[src/rtl/mlcs_pkg.sv]
package mlcs_pkg;
    typedef enum logic [1:0] {
        ST_IDLE     = 2'd0,
        ST_SEND_RD  = 2'd1,
        ST_WAIT_RX  = 2'd2,
        ST_SEND_SPI = 2'd3
    } mlcs_state_e;
endpackage

[src/rtl/mlcs_sync2.sv]
module mlcs_sync2 #(
    parameter int W = 2
) (
    input  logic         clk,
    input  logic         rst_n,
    input  logic [W-1:0] async_i,
    input  logic [W-1:0] rst_val_i,
    output logic [W-1:0] sync_o,
    output logic [W-1:0] rise_o,
    output logic [W-1:0] fall_o
);
    logic [W-1:0] meta_q, sync_q, prev_q;

    always_ff @(posedge clk or negedge rst_n) begin
        if (!rst_n) begin
            meta_q <= rst_val_i;
            sync_q <= rst_val_i;
            prev_q <= rst_val_i;
        end else begin
            meta_q <= async_i;
            sync_q <= meta_q;
            prev_q <= sync_q;
        end
    end

    assign sync_o = sync_q;
    assign rise_o = sync_q & ~prev_q;
    assign fall_o = prev_q & ~sync_q;
endmodule

[src/rtl/mlcs_tx_shift.sv]
module mlcs_tx_shift #(
    parameter int PW = 8
) (
    input  logic          clk,
    input  logic          rst_n,
    input  logic          load_i,
    input  logic          abort_i,
    input  logic [PW-1:0] payload_i,
    output logic          tx_o,
    output logic          last_o
);
    localparam int FW = PW + 2;
    localparam int CW = $clog2(FW + 1);

    logic [FW-1:0] shreg_q;
    logic [CW-1:0] left_q;

    always_ff @(posedge clk or negedge rst_n) begin
        if (!rst_n) begin
            shreg_q <= '0;
            left_q  <= '0;
        end else if (abort_i) begin
            shreg_q <= '0;
            left_q  <= '0;
        end else if (load_i) begin
            shreg_q <= {1'b0, payload_i, 1'b1};
            left_q  <= CW'(FW);
        end else if (left_q != '0) begin
            shreg_q <= {1'b0, shreg_q[FW-1:1]};
            left_q  <= left_q - 1'b1;
        end
    end

    assign tx_o   = (left_q != '0) & shreg_q[0];
    assign last_o = (left_q == CW'(1));
endmodule

[src/rtl/mlcs_rx_shift.sv]
module mlcs_rx_shift #(
    parameter int DW = 18
) (
    input  logic          clk,
    input  logic          rst_n,
    input  logic          en_i,
    input  logic          rx_i,
    output logic          done_o,
    output logic          stop_ok_o,
    output logic [DW-1:0] data_o
);
    localparam int CW = $clog2(DW + 2);

    logic [DW-1:0] shreg_q;
    logic [CW-1:0] pos_q;

    always_ff @(posedge clk or negedge rst_n) begin
        if (!rst_n) begin
            shreg_q <= '0;
            pos_q   <= '0;
        end else if (!en_i) begin
            pos_q <= '0;
        end else if (pos_q == '0) begin
            if (rx_i) pos_q <= CW'(1);
        end else if (pos_q <= CW'(DW)) begin
            shreg_q <= {rx_i, shreg_q[DW-1:1]};
            pos_q   <= pos_q + 1'b1;
        end else begin
            pos_q <= '0;
        end
    end

    assign done_o    = en_i & (pos_q == CW'(DW + 1));
    assign stop_ok_o = ~rx_i;
    assign data_o    = shreg_q;
endmodule

[src/rtl/master_link_ctrl_ser.sv]
module master_link_ctrl_ser
    import mlcs_pkg::*;
#(
    parameter int CTRL_W = 6,
    parameter int DATA_W = 18
) (
    input  logic              clk,
    input  logic              rst_n,
    input  logic              par_spi_n_i,
    input  logic              cpu_stb_i,
    input  logic              cpu_rw_i,
    input  logic              cpu_sel_i,
    input  logic [CTRL_W-1:0] cpu_ctrl_i,
    input  logic [DATA_W-1:0] cpu_data_i,
    input  logic              ser_rx_i,
    output logic              ser_tx_o,
    output logic [DATA_W-1:0] cpu_data_o,
    output logic              data_valid_o,
    output logic              proto_err_o
);
    localparam int PW      = CTRL_W + 2;
    localparam int SCLK_IX = CTRL_W - 1;

    mlcs_state_e state_q, state_d;

    logic [1:0] sync_in, sync_val, sync_rise, sync_fall;
    logic       stb_fall, sclk_rise;
    logic       tx_load, tx_abort, tx_last;
    logic       rx_done, rx_stop_ok;
    logic [DATA_W-1:0] rx_data;
    logic [PW-1:0]     payload;
    logic       rw_fault, rx_good, rx_bad;
    logic [DATA_W-1:0] data_q;
    logic       valid_q, err_q;
    logic       unused_data;

    assign sync_in  = {cpu_ctrl_i[SCLK_IX], cpu_stb_i};
    assign stb_fall  = sync_fall[0];
    assign sclk_rise = sync_rise[1];
    assign payload   = {cpu_sel_i, cpu_rw_i, cpu_ctrl_i};
    assign unused_data = ^{cpu_data_i, sync_val, sync_rise[0], sync_fall[1]};

    mlcs_sync2 #(.W(2)) u_sync (
        .clk       (clk),
        .rst_n     (rst_n),
        .async_i   (sync_in),
        .rst_val_i (2'b01),
        .sync_o    (sync_val),
        .rise_o    (sync_rise),
        .fall_o    (sync_fall)
    );

    mlcs_tx_shift #(.PW(PW)) u_tx (
        .clk       (clk),
        .rst_n     (rst_n),
        .load_i    (tx_load),
        .abort_i   (tx_abort),
        .payload_i (payload),
        .tx_o      (ser_tx_o),
        .last_o    (tx_last)
    );

    mlcs_rx_shift #(.DW(DATA_W)) u_rx (
        .clk       (clk),
        .rst_n     (rst_n),
        .en_i      (state_q == ST_WAIT_RX),
        .rx_i      (ser_rx_i),
        .done_o    (rx_done),
        .stop_ok_o (rx_stop_ok),
        .data_o    (rx_data)
    );

    assign rw_fault = ((state_q == ST_SEND_RD) || (state_q == ST_WAIT_RX)) && !cpu_rw_i;
    assign rx_good  = (state_q == ST_WAIT_RX) && cpu_rw_i && rx_done && rx_stop_ok;
    assign rx_bad   = (state_q == ST_WAIT_RX) && cpu_rw_i && rx_done && !rx_stop_ok;

    // next-state logic
    always_comb begin
        state_d  = state_q;
        tx_load  = 1'b0;
        tx_abort = 1'b0;
        unique case (state_q)
            ST_IDLE: begin
                if (!par_spi_n_i) begin
                    if (sclk_rise && !cpu_sel_i) begin
                        state_d = ST_SEND_SPI;
                        tx_load = 1'b1;
                    end
                end else if (stb_fall && cpu_rw_i) begin
                    state_d = ST_SEND_RD;
                    tx_load = 1'b1;
                end
            end
            ST_SEND_RD: begin
                if (!cpu_rw_i) begin
                    state_d  = ST_IDLE;
                    tx_abort = 1'b1;
                end else if (tx_last) begin
                    state_d = ST_WAIT_RX;
                end
            end
            ST_WAIT_RX: begin
                if (!cpu_rw_i || rx_done) state_d = ST_IDLE;
            end
            ST_SEND_SPI: begin
                if (tx_last) state_d = ST_IDLE;
            end
        endcase
    end

    // state register
    always_ff @(posedge clk or negedge rst_n) begin
        if (!rst_n) state_q <= ST_IDLE;
        else        state_q <= state_d;
    end

    // registered outputs
    always_ff @(posedge clk or negedge rst_n) begin
        if (!rst_n) begin
            data_q  <= '0;
            valid_q <= 1'b0;
            err_q   <= 1'b0;
        end else begin
            valid_q <= rx_good;
            err_q   <= rw_fault || rx_bad;
            if (rx_good) data_q <= rx_data;
        end
    end

    assign cpu_data_o   = data_q;
    assign data_valid_o = valid_q;
    assign proto_err_o  = err_q;
endmodule

[config.mk]
export PLATFORM = sky130hd
export DESIGN_NAME = master_link_ctrl_ser
export DESIGN_NICKNAME = d
export VERILOG_FILES = /design/src/rtl/mlcs_pkg.sv /design/src/rtl/mlcs_sync2.sv /design/src/rtl/mlcs_tx_shift.sv /design/src/rtl/mlcs_rx_shift.sv /design/src/rtl/master_link_ctrl_ser.sv
export SDC_FILE = /design/constraint.sdc
export NUM_CORES = 1
export LEC_CHECK = 0
export BUFFER_PORTS_ARGS = -buffer_cell sky130_fd_sc_hd__buf_2
export CAP_MARGIN = 30
export CORE_AREA = 4 4 88 69
export CTS_CLUSTER_DIAMETER = 150
export DETAILED_ROUTE_END_ITERATION = 8
export DIE_AREA = 0 0 92 73
export PLACE_DENSITY = 0.76
export SETUP_SLACK_MARGIN = 0.3
export SLEW_MARGIN = 25
export SYNTH_ARGS = -nofsm -noshare
export SYNTH_HDL_FRONTEND = slang
export SYNTH_SLANG_ARGS = --single-unit
export TNS_END_PERCENT = 5
[constraint.sdc]
create_clock -name clk -period 2.3 [get_ports clk]
set_clock_uncertainty 0.1 [all_clocks]
set_input_delay 0.345 -clock clk [delete_from_list [all_inputs] [get_ports clk]]
set_output_delay 0.345 -clock clk [all_outputs]
set_load 0.01 [all_outputs]
**Word-level counts from Yosys, hierarchy flattened**

Index checks and enable logic that the tools add are counted.

- Register bits after elaboration: 65
- Output and inout port bits: 21
- Word-level logic and storage cells: 75

- Add/subtract/negate cells: 2
- Magnitude comparators: 1
- Eq/ne operators: 11
- Mux-type cells: 24
- Bitwise logic cells: 8
- Reductions and logical operators: 18

Operators by type and width:

| operator | number |
|---|---|
| two-way mux 10 bit | 3 |
| two-way mux 5 bit | 4 |
| two-way mux 2 bit | 7 |
| two-way mux 4 bit | 3 |
| inequality test 3 bit (second input constant) | 4 |
| case mux 2 bit (4 select lines) | 1 |
| logical AND 1 bit | 7 |
| two-way mux 1 bit | 6 |
| adder 5 x 1 -> 5 bit (second input constant) | 1 |
| equality test 5 bit (second input constant) | 1 |
| less-or-equal comparator 5 bit (second input constant) | 1 |
| logical NOT 5 bit | 1 |
| AND reduction 5 bit | 1 |
| equality test 2 bit (second input constant) | 2 |
| equality test 4 x 1 -> 1 bit (second input constant) | 1 |
| inequality test 2 bit (second input constant) | 2 |
| nonzero test 4 bit | 1 |
| subtractor 4 x 1 -> 4 bit (second input constant) | 1 |
| bitwise AND 1 bit | 3 |
| logical OR 1 bit | 3 |
| inverter 1 bit | 3 |
| AND reduction 3 bit | 1 |
| nonzero test 3 bit | 1 |
| bitwise AND 2 bit | 1 |
| 4 further kinds | 5 |

**Logic depth before layout (Yosys ltp)**

Gate-level depths: netlist of run 1.

- Word-level depth: 8
- Depth in mapped cells: 7
- Depth with buffers taken out: 6

**Worst setup path after synthesis of run 1**

OpenSTA, ideal clock, no wires.

- Kind: reg2reg
- Start point: reg state_q[0]
- End point: reg data_q[10] (netlist: cpu_data_o[10])
- Data arrival time: 1.689 ns
- Data required time: 2.075 ns
- Path slack: 0.387 ns
- Stages on the path, launching flop included: 8
- Buffers on the path: 1
- Clock period less this slack: 1.913 ns
- Path through: dfrtp_1 inv_1 ha_1 nor2b_1 nand2_1 nor2_4 buf_6 mux2_2

- Cells in the longest elaborated chain, start to end: 4

Ends and longest elaborated chain:

| element | line | source |
|---|---|---|
| from (decl) | master_link_ctrl_ser.sv:24 | `mlcs_state_e state_q, state_d;` |
| from (signal assigned) | master_link_ctrl_ser.sv:114 | `else state_q <= state_d;` |
| equality test 2 bit * | master_link_ctrl_ser.sv:66, master_link_ctrl_ser.sv:74 |  |
| bitwise AND 1 bit or logical AND 1 bit (tied branches) | mlcs_rx_shift.sv:33, master_link_ctrl_ser.sv:74 |  |
| logical AND 1 bit * (2 in series) | master_link_ctrl_ser.sv:74 | `assign rx_good = (state_q == ST_WAIT_RX) && cpu_rw_i && rx_done && rx_stop_ok;` |
| net rx_good | master_link_ctrl_ser.sv:32 | `logic rw_fault, rx_good, rx_bad;` |
| to (signal assigned) | master_link_ctrl_ser.sv:126 | `if (rx_good) data_q <= rx_data;` |
| to (decl) | master_link_ctrl_ser.sv:33 | `logic [DATA_W-1:0] data_q;` |

The timed path passes the listed nets; every way through them passes the cells marked *.
A chain may end at the register's enable or synchronous reset.

**Worst setup path in the final report of run 1**

- Start point: reg u_tx.left_q[1]
- End point: out ser_tx_o

- Cells in the longest elaborated chain, start to end: 2

Ends and longest elaborated chain:

| element | line | source |
|---|---|---|
| from (decl) | mlcs_tx_shift.sv:16 | `logic [CW-1:0] left_q;` |
| from (signal assigned) | mlcs_tx_shift.sv:27 | `left_q <= CW'(FW);` |
| from (signal assigned) | mlcs_tx_shift.sv:30 | `left_q <= left_q - 1'b1;` |
| nonzero test 4 bit | mlcs_tx_shift.sv:34 | `assign tx_o = (left_q != '0) & shreg_q[0];` |
| bitwise AND 1 bit | mlcs_tx_shift.sv:34 |  |
| to (decl) | master_link_ctrl_ser.sv:16 | `output logic ser_tx_o,` |

No other way between the ends.

==> run summary, run 1 <==
Status - finished, final reports clean
Fin. max-slew vios - 0
First-pass GRT wire length - 8290 um
DR DRC count - 0
Pwr/cell area - 931 nW/um^2
Mapped Nets - 254
Synth Flop Type - dfrtp_1
Hold_ws - 0.0541 ns
Nets - 302
Reg2reg end - cpu_data_o[13]
Worst Tran Pin Value - 0.427 ns
CP Launch Point - u_tx.left_q[1]
Fin crit period - 2.03 ns
Die area - 6720 um^2
FFs w/ async S/R, synth - 1.00
CTS tree - done
Hold Violations, Final - 0
Grt ovf - 0
Number of DRC markers in iteration 0 - 66
Final core occ - 0.624
Area growth, synth to finish - 19.1%
RSZ-0062 raised after global routing - true
R2r setup slk - 0.33 ns
Ys Warns - 0
Syn Std Cell Area - 2750 um^2
Die W - 92 um
Worst-path clk slew - 0.06 ns
Tcrit/Tclk final - 0.884
Post-Syn Instances - 214
Slew margin rel. - 0.715
Setup TNS Final - 0 ns
Clock sinks - 64
Final wirelength - 4810 um
Vias - 1762
Hold Path Class - primary input to flip-flop
Worst path required time - 1.86 ns
Crit end category - output port
R2R cell count - 7
Dpl cells - 320
H-tree depth - 3
Largest area contributor in the netlist - dfrtp_1
Clk root buf - clkbuf_8
GP Congestion - 0.825
Cts bufs inserted - 9
Number of port buffers - 33
Largest net degree at the start of global routing - 65
Post-DP Area - 3030 um^2
HPWL after detailed placement - 3200 um
Seq/Total Area, Yosys - 0.585
Vias in the first global route - 1734
Startpoint types - flip-flop
Max VDD drop - 0.469 mV
Drt pass-1 iters - 4
Latest clock arrival within the worst-skew pair - 0.34 ns
Core area - 5240 um^2
Number of synthesized flops with an enable pin - 0
Antenna violations before repair - 0
Crit path to - ser_tx_o
DR vias/cell - 5.15
Distinct cells, synth - 39
Final instance area - 3270 um^2
Starting density of the core - 0.524
Kind of critical path - flip-flop to output port
Die Y-Extent - 73 um
Antenna fix cells - 0
Synth area leaders - dfrtp_1 (56%), mux2_2 (15%), ha_1 (4.1%)
Share of the synthesized area in the top cell type - 0.556
I/O Pins - 52
Worst r2r src - state_q[0]
# setup viols final - 0
Finished Layout Cells - 342
Num rows - 23
Seq cells post-synth - 64
Hold path cells - 1
Data arrival, critical path - 1.59 ns
Routed len/inst - 14.1 um
Total of max-cap violations - 0
Mean Syn Cell Area - 12.8 um^2
Critical path peak fanout - 2
ANT nets after route - 0
Global Route Usage Sum - 0.162
Clk buf depth - 2
Share of layout cells above drive strength 1 - 0.397
Leakage power - 1.63 nW
F_max - 492 MHz
-- cell usage after synthesis, types with 3 or more instances --
library cell / n
dfstp_2: 3
buf_2: 4
a311oi_1: 6
nand3_1: 6
o22ai_1: 3
a21oi_1: 9
nor2_1: 12
inv_1: 7
nand2_1: 21
dfrtp_1: 61
ha_1: 9
mux2_2: 37
nor2b_1: 3
-- cell families after synthesis --
| kind of cell | count (synthesis) | synth area share |
|---|---|---|
| AO/OA/AOI/OAI | 25 | 0.0633 |
| flip-flops | 64 | 0.585 |
| AND/OR/NAND/NOR | 58 | 0.113 |
| buffers and inverters | 15 | 0.0264 |
| XOR/XNOR | 4 | 0.0128 |
| adder cells (fa/ha/maj) | 9 | 0.0410 |
| multiplexers | 39 | 0.159 |
-- worst max-delay path, cell delays in order, from the launching register on --
cell     delay [ns]
dfrtp_1        0.39
inv_2          0.08
ha_4           0.13
or3b_4         0.38
and2_1         0.14
buf_2          0.13
-- sequential cells by signal, indices dropped and copies added (netlist names) --
| register | cells |
|---|---|
| cpu_data_o | 18 |
| proto_err_o | 1 |
| u_tx.shreg_q | 9 |
| data_valid_o | 1 |
| u_sync.meta_q | 2 |
| u_rx.pos_q | 5 |
| state_q | 2 |
| u_sync.sync_o | 2 |
| u_sync.prev_q | 2 |
| u_tx.left_q | 4 |
| u_rx.data_o | 18 |
-- power breakdown --
part           leakage [nW]  switching, mW  internal (mW)
sequential            0.858          0.104           1.28
clock                0.0894          0.407          0.447
combinational         0.680          0.424          0.384
total                  1.63          0.935           2.11
-- final cells by class --
type | count | area, um^2
Clock buffer | 13 | 159
Clock inverter | 3 | 17.5
Fill cell | 405 | 1970
Inverter | 7 | 26.3
Multi-Input combinational cell | 135 | 1080
Sequential cell | 64 | 1610
Tap cell | 75 | 93.8
Timing Repair Buffer | 45 | 285
-- per-stage QoR --
step | total power, mW | worst slack (ns)
after floorplan | 1.92 | 0.387
after global placement | 2.09 | 0.379
after detailed placement | 2.12 | 0.338
after CTS | 3.05 | 0.239
after global routing | 3.25 | 0.203
final | 3.04 | 0.267
-- repair_timing --
| item | 4_1_cts | 5_1_grt |
|---|---|---|
| buffers inserted | 3 | 1 |
| pin swaps | 2 | 0 |
| setup endpoints to repair | 1 | 35 |
| hold endpoints to repair | 62 | 0 |
| gates resized for setup | 5 | 0 |
| hold buffers | 2 | 0 |
| cloned | 0 | 0 |
-- cell usage in the layout, fill, tap and decap left out, types with 2 or more instances in the layout --
cell type / count
xor2_1: 2
dfrtp_1: 61
nand2_1: 21
nor2b_1: 3
dfstp_2: 3
o22ai_1: 3
a311oi_1: 6
inv_1: 5
clkbuf_1: 2
clkbuf_8: 11
nand3b_1: 2
nor3_1: 2
and2_1: 2
ha_1: 8
buf_4: 8
mux2_2: 37
dlygate4sd3_1: 2
clkinv_2: 2
nand2b_1: 2
buf_12: 2
a21oi_1: 9
nor2_1: 12
buf_2: 33
xnor2_1: 2
inv_2: 2
nand3_1: 6
-- worst min path at each step --
stage                     startpoint               end  slack [ns]
detailed placement  u_sync.meta_q[1]  u_sync.sync_o[1]        0.24
finish                 cpu_ctrl_i[5]  u_sync.meta_q[1]        0.05
floorplan                      rst_n     cpu_data_o[0]       -0.05
CTS                    cpu_ctrl_i[5]  u_sync.meta_q[1]        0.03
global route           cpu_ctrl_i[5]  u_sync.meta_q[1]        0.03
global placement    u_sync.meta_q[1]  u_sync.sync_o[1]        0.23
-- per-layer routing --
| metal | wire (um) | up-vias | global-route usage |
|---|---|---|---|
| met5 | 0 | - | 0 |
| met2 | 2190 | 45 | 0.239 |
| met3 | 363 | 7 | 0.0773 |
| li1 | - | 842 | - |
| met4 | 49 | 0 | 0.0544 |
| met1 | 2210 | 868 | 0.211 |
(Power assumes the default switching activity.)
==> run 2: changes to the inputs <==
--- a/config.mk
+++ b/config.mk
@@ -7,14 +7,12 @@
 export LEC_CHECK = 0
 export BUFFER_PORTS_ARGS = -buffer_cell sky130_fd_sc_hd__buf_2
 export CAP_MARGIN = 30
-export CORE_AREA = 4 4 88 69
 export CTS_CLUSTER_DIAMETER = 150
 export DETAILED_ROUTE_END_ITERATION = 8
-export DIE_AREA = 0 0 92 73
-export PLACE_DENSITY = 0.76
 export SETUP_SLACK_MARGIN = 0.3
 export SLEW_MARGIN = 25
 export SYNTH_ARGS = -nofsm -noshare
 export SYNTH_HDL_FRONTEND = slang
+export SYNTH_HIERARCHICAL = 1
 export SYNTH_SLANG_ARGS = --single-unit
 export TNS_END_PERCENT = 5
==> run 2 against run 1 <==
- the flow now stops in 1_2_yosys
==> run summary, run 2 <==
Yosys stat area - 2830 um^2
Seq/Total Area, Yosys - 0.512 (was 0.585)
Last stage - 1_2_yosys
Synth top cells by count - dfrtp_1 (58), nand2_1 (55), nor2_1 (17), inv_1 (12), mux2_2 (11) (was dfrtp_1 (61), mux2_2 (37), nand2_1 (21), nor2_1 (12))
Largest area contributor in the netlist - dfrtp_1 (unchanged)
Synth area leaders - dfrtp_1 (51%), nand2_1 (7.3%), ha_1 (4.4%) (was dfrtp_1 (56%), mux2_2 (15%), ha_1 (4.1%))
Ys Warns - 0 (unchanged)
Stop err - ERROR: Found 6 problems in 'check -assert'.
Number of synthesized flops with an enable pin - 0 (unchanged)
FFs w/ async S/R, synth - 1.00 (unchanged)
Yosys cell count - 256
Seq cells post-synth - 58 (was 64)
Distinct cells, synth - 50 (was 39)
Share of the synthesized area in the top cell type - 0.512 (was 0.556)
Status - aborted with a tool error (was finished, final reports clean)
Most common cell in the netlist - dfrtp_1 (unchanged)
Synth Flop Type - dfrtp_1 (unchanged)
## run 2: changes by cell type after synthesis, sizes merged, moves of 7 or more
| cell | before | now |
|---|---|---|
| mux2 | 38 | 18 |
| a2111oi | 0 | 7 |
| nor3 | 2 | 10 |
| nand2 | 21 | 55 |
## run 2: logic make-up after synthesis
kind of cell	share of synthesized area
AO/OA/AOI/OAI	0.0954
XOR/XNOR	0.0124
adder cells (fa/ha/maj)	0.0442
buffers and inverters	0.0459
flip-flops	0.512
multiplexers	0.0879
other	0.00265
AND/OR/NAND/NOR	0.199
